## src/rtl/mb_hs_pkg.sv

```systemverilog
package mb_hs_pkg;
    localparam int unsigned CFG_ADDR = 0;
    localparam int unsigned STS_ADDR = 1;

    localparam int unsigned CFG_DIR  = 0;
    localparam int unsigned CFG_OVR  = 1;
    localparam int unsigned CFG_RDY  = 2;

    localparam int unsigned STS_NEW  = 0;
    localparam int unsigned STS_REQ  = 1;
    localparam int unsigned STS_HOLD = 2;
    localparam int unsigned STS_OVRN = 3;

    localparam int unsigned USED_BITS = 4;

    typedef struct packed {
        logic dir;      // 1 = transmit
        logic ovr_en;
        logic rdy;
        logic new_data;
        logic req;
        logic hold;
        logic ovrn;
    } mb_flags_t;
endpackage

```

## src/rtl/mb_flag_regs.sv

```systemverilog
module mb_flag_regs
    import mb_hs_pkg::*;
#(
    parameter int unsigned ADDR_W = 1,
    parameter int unsigned DATA_W = 8
) (
    input  logic              clk,
    input  logic              rst_n,
    input  logic              wr,
    input  logic [ADDR_W-1:0] addr,
    input  logic [DATA_W-1:0] wdata,
    input  logic [DATA_W-1:0] wmask,
    input  logic              soft_rst,
    input  logic              store_acc,
    input  logic              tx_done,
    output mb_flags_t         flags_q
);
    mb_flags_t flags_d;
    logic      cfg_we;
    logic      sts_we;
    logic      unused_hi;

    assign unused_hi = ^{wdata[DATA_W-1:USED_BITS], wmask[DATA_W-1:USED_BITS]};

    always_comb begin
        flags_d = flags_q;
        cfg_we  = wr && (addr == ADDR_W'(CFG_ADDR));
        sts_we  = wr && (addr == ADDR_W'(STS_ADDR));

        if (cfg_we) begin
            if (wmask[CFG_DIR]) flags_d.dir    = wdata[CFG_DIR];
            if (wmask[CFG_OVR]) flags_d.ovr_en = wdata[CFG_OVR];
            if (wmask[CFG_RDY]) flags_d.rdy    = wdata[CFG_RDY];
        end

        if (tx_done) flags_d.req = 1'b0;

        if (sts_we) begin
            if (wmask[STS_REQ]) flags_d.req = wdata[STS_REQ];
            if (wmask[STS_HOLD] && flags_q.dir) flags_d.hold = wdata[STS_HOLD];
            if (wmask[STS_NEW]) begin
                if (flags_q.dir)             flags_d.new_data = wdata[STS_NEW];
                else if (!wdata[STS_NEW])    flags_d.new_data = 1'b0;
            end
            if (wmask[STS_OVRN] && !wdata[STS_OVRN]) flags_d.ovrn = 1'b0;
        end

        if (store_acc) begin
            flags_d.new_data = 1'b1;
            if (flags_q.new_data && flags_q.ovr_en) flags_d.ovrn = 1'b1;
        end

        if (soft_rst) begin
            flags_d.new_data = 1'b0;
            flags_d.req      = 1'b0;
            flags_d.hold     = 1'b0;
            flags_d.ovrn     = 1'b0;
        end
    end

    always_ff @(posedge clk or negedge rst_n) begin
        if (!rst_n) flags_q <= '0;
        else        flags_q <= flags_d;
    end
endmodule

```

## src/rtl/mb_gates.sv

```systemverilog
module mb_gates
    import mb_hs_pkg::*;
(
    input  mb_flags_t flags_q,
    input  logic      eng_rx_store,
    output logic      tx_data_ok,
    output logic      tx_remote_ok,
    output logic      rx_store_ok,
    output logic      store_acc,
    output logic      ovrn_view
);
    always_comb begin
        tx_data_ok   = flags_q.dir && flags_q.rdy && flags_q.req &&
                       flags_q.new_data && !flags_q.hold;
        tx_remote_ok = !flags_q.dir && flags_q.rdy && flags_q.req;
        rx_store_ok  = !flags_q.dir && (flags_q.ovr_en || !flags_q.new_data);
        store_acc    = eng_rx_store && rx_store_ok;
        ovrn_view    = flags_q.ovrn ||
                       (!flags_q.dir && flags_q.ovr_en && flags_q.hold);
    end
endmodule

```

## src/rtl/msgbuf_handshake.sv

```systemverilog
module msgbuf_handshake
    import mb_hs_pkg::*;
#(
    parameter int unsigned ADDR_W = 1,
    parameter int unsigned DATA_W = 8
) (
    input  logic              clk,
    input  logic              rst_n,
    input  logic              cpu_wr,
    input  logic [ADDR_W-1:0] cpu_addr,
    input  logic [DATA_W-1:0] cpu_wdata,
    input  logic [DATA_W-1:0] cpu_wmask,
    output logic [DATA_W-1:0] cpu_rdata,
    input  logic              soft_rst,
    input  logic              eng_rx_store,
    input  logic              eng_tx_done,
    output logic              tx_data_ok,
    output logic              tx_remote_ok,
    output logic              rx_store_ok
);
    mb_flags_t flags_q;
    logic      store_acc;
    logic      ovrn_view;

    mb_flag_regs #(.ADDR_W(ADDR_W), .DATA_W(DATA_W)) u_regs (
        .clk       (clk),
        .rst_n     (rst_n),
        .wr        (cpu_wr),
        .addr      (cpu_addr),
        .wdata     (cpu_wdata),
        .wmask     (cpu_wmask),
        .soft_rst  (soft_rst),
        .store_acc (store_acc),
        .tx_done   (eng_tx_done),
        .flags_q   (flags_q)
    );

    mb_gates u_gates (
        .flags_q      (flags_q),
        .eng_rx_store (eng_rx_store),
        .tx_data_ok   (tx_data_ok),
        .tx_remote_ok (tx_remote_ok),
        .rx_store_ok  (rx_store_ok),
        .store_acc    (store_acc),
        .ovrn_view    (ovrn_view)
    );

    always_comb begin
        cpu_rdata = '0;
        if (cpu_addr == ADDR_W'(CFG_ADDR)) begin
            cpu_rdata[CFG_DIR] = flags_q.dir;
            cpu_rdata[CFG_OVR] = flags_q.ovr_en;
            cpu_rdata[CFG_RDY] = flags_q.rdy;
        end else if (cpu_addr == ADDR_W'(STS_ADDR)) begin
            cpu_rdata[STS_NEW]  = flags_q.new_data;
            cpu_rdata[STS_REQ]  = flags_q.req;
            cpu_rdata[STS_HOLD] = flags_q.hold;
            cpu_rdata[STS_OVRN] = ovrn_view;
        end
    end
endmodule

```

## config.mk

```make
export PLATFORM = sky130hd
export DESIGN_NAME = msgbuf_handshake
export DESIGN_NICKNAME = d
export VERILOG_FILES = /design/src/rtl/mb_hs_pkg.sv /design/src/rtl/mb_flag_regs.sv /design/src/rtl/mb_gates.sv /design/src/rtl/msgbuf_handshake.sv
export SDC_FILE = /design/constraint.sdc
export NUM_CORES = 1
export LEC_CHECK = 0
export BUFFER_PORTS_ARGS = -buffer_cell sky130_fd_sc_hd__buf_2
export CAP_MARGIN = 20
export CORE_AREA = 3 3 40 42
export DETAILED_ROUTE_END_ITERATION = 8
export DIE_AREA = 0 0 43 45
export GPL_ROUTABILITY_DRIVEN = 0
export PLACE_DENSITY = 0.76
export SYNTH_ARGS = -nofsm -noshare
export SYNTH_HDL_FRONTEND = slang
export SYNTH_SLANG_ARGS = --single-unit
```

## constraint.sdc

```tcl
create_clock -name clk -period 2.2 [get_ports clk]
set_input_delay 0.44 -clock clk [delete_from_list [all_inputs] [get_ports clk]]
set_output_delay 0.44 -clock clk [all_outputs]
set_load 0.02 [all_outputs]
```

==> impl_metrics.csv <==
group,metric,value,unit
run_status,status,"finished clean",
sta,fin_skew,0.00152,ns
critical_path,path_max_fanout,7,
run,timing.max_cap.violations,0,
floorplanning,fp.dieW,43,um
sta,hold_viol,0,
floorplanning,initial_core_util,35.3,%
detailed_routing,first_pass_iters,4,
power,p_per_area,665,nW/um^2
finish,fillCellCount,136,
placement,dp_cells,83,
clock_network,root_buffer,"clkbuf_4",
critical_path,critPathCaptureType,"primary output",
critical_path,cpMostUsedCell,"nor2b_1",
finish,final_cell_count_no_fill,87,
critical_path,path_cells,"nor2b_1 > a21oi_1 > nor2b_1 > buf_2",
floorplanning,rows,13,
clock_network,cts_tree,"done",
detailed_routing,vias,437,
clock_network,h-tree-depth,1,
finish,syn_to_final_growth,27.8,%
placement,port_buffers,21,
sta,fmax,0.598,GHz
floorplanning,core,1280,um^2
power,p_total,386,uW
finish,antenna_cells,0,
hold_path,hp-class,"input port to asynchronous set/reset pin",
clock_network,numCtsBuffers,3,
floorplanning,die_y,45,um
synth,synth_area_leaders,"dfrtp_1, mux2_4, buf_4",
synth,yosys_warnings,0,
detailed_routing,postRouteWirelength,1.07,mm
synth,synth.largest_area_cell,"dfrtp_1",
detailed_routing,drc,0,
critical_path,critPathMaxStageDelay,0.45,ns
sta,rsz0062_at_grt,"no",
power,irDropWorstVdd,0.419,mV
sta,maxSlewViolCount,0,
finish,top_register,"u_regs.flags_q",
global_routing,first_global_vias,396,
critical_path,crit_type,"register to primary output",
clock_network,cts_buffer_depth,2,
placement,dp_hpwl,854,um
finish,mostFrequentLayoutCells,"buf_2, dfrtp_1, nand2_1",
finish,largest_reg_flops,7,
finish,drive_gt1_share,40.3,%
clock_network,insertion_delay,0.25,ns
synth,netlist_area,454,um^2
critical_path,crit_path_start_kind,"register",
synth,postSynthCellCount,49,
synth,synth-seq-cells,7,
global_routing,grt_max_degree,14,
floorplanning,ios,34,
detailed_routing,ant_nets,0,
clock_network,post-cts-setup-buffers,0,
finish,final_core_util,45.2,%
finish,fin_nets,96,
detailed_routing,wl_per_cell,12.3,um
clock_network,cts.clk_slew.worst_paths,0.05,ns
synth,ys_seq_area_share,38.6,%
global_routing,overflow,0,
detailed_routing,vias_per_cell,5.02,
detailed_routing,drt_iter0_drc,14,
global_routing,antenna_found_initial,0,
global_routing,grt_pass1_wl,1.74,mm
sta,timing.final.crit_share,76.0,%
floorplanning,dieArea,1940,um^2
sta,setup_viol,0,
clock_network,ctsResizeCount,0,
synth,syn_area_per_cell,9.27,um^2
sta,fin_crit,1.67,ns
critical_path,cp.required,1.76,ns
clock_network,cts-hold-fix-buffers,0,
critical_path,crit_slowest_cell,"dfrtp_1",
finish,final_common_cell,"buf_2",
power,leakage,0.000316,uW
synth,synth_top_area_share,38.6,%
sta,timing.setup.tns,0,ns
finish,reg.largest.list,"u_regs.flags_q: 7 flops",
synth,synth_cell_types,24,
global_routing,grtUsageTotal,12.4,%
critical_path,crit_arrival,1.23,ns
clock_network,cts.sinks,7,
[worst paths after layout]
| path | from | end | slack (ns) | depth (start not counted) |
|---|---|---|---|---|
| setup / recovery | u_regs.flags_q[6] | cpu_rdata[3] | 0.53 | 4 |
| hold / removal | rst_n | u_regs.flags_q[4] | 0.02 | 1 |
| setup reg to reg | u_regs.flags_q[6] | u_regs.flags_q[3] | 1.12 | 3 |
| hold reg to reg | u_regs.flags_q[0] | u_regs.flags_q[0] | 0.51 | 2 |
| max in group asynchronous | rst_n | u_regs.flags_q[0] | 2.02 | 1 |
| min in group clk | soft_rst | u_regs.flags_q[2] | 0.42 | 2 |
[metal layers]
layer  track usage (%)  wire (um)  up-vias
li1                  -          -      215
met2              18.0        491       23
met4              12.7         24        0
met5                 0          0        -
met3              1.99        106        2
met1              15.2        445      197
[cell families after synthesis]
logic type | share of synthesized area [%]
simple gates | 24.5
mux | 14.6
buf+inv | 10.2
compound gates | 11.3
flops | 38.6
other cells | 0.826
[layout make-up]
cell class	count	area [um^2]	share of cell area, %
multi-input cells	37	244	42.0
flip-flops and latches	7	175	30.2
repair buffers	21	105	18.1
clock buffers	4	26.3	4.53
well taps	15	18.8	3.23
inverters	3	11.3	1.94
[report_power, final]
group          internal (uW)  leakage, uW  switching [uW]  total (uW)
Clock                   69.2    0.0000150            46.4         116
Sequential               144    0.0000900            18.7         163
Combinational           49.1     0.000211            58.5         108
Total                    262     0.000316             124         386
[cell usage after synthesis]
cell and n:
and4b_1 1, mux2_2 1, inv_1 3, dfrtp_1 7, nand4b_1 1, a41oi_1 1
mux2_4 3, buf_4 4, buf_2 1, nand2_1 5, and2b_1 1, nand3b_1 1
a31o_2 1, a21oi_1 3, a32oi_1 1, o21ai_0 2, nor2b_1 2, conb_1 1
and3_1 1, nor3_1 1, mux2i_1 1, nor2_1 3, nand4_1 3, nand3_1 1
[worst max-delay path, delay by kind of cell, from the launching register on]
| family | cells | cell delay [ns] |
|---|---|---|
| flip-flops | 1 | 0.45 |
| AND/OR/NAND/NOR | 2 | 0.29 |
| buffers and inverters | 1 | 0.16 |
| AO/OA/AOI/OAI | 1 | 0.09 |
[stage by stage]
step / area [um^2] / setup WS (ns) / hold WS [ns]
after global placement: 554 / 0.609 / 0.280
after CTS: 581 / 0.521 / 0.0139
after floorplan: 465 / 0.669 / 0.144
final: 581 / 0.528 / 0.0173
after global routing: 581 / 0.422 / 0.0152
after detailed placement: 554 / 0.603 / 0.282
Power figures use the tool's default switching activity.
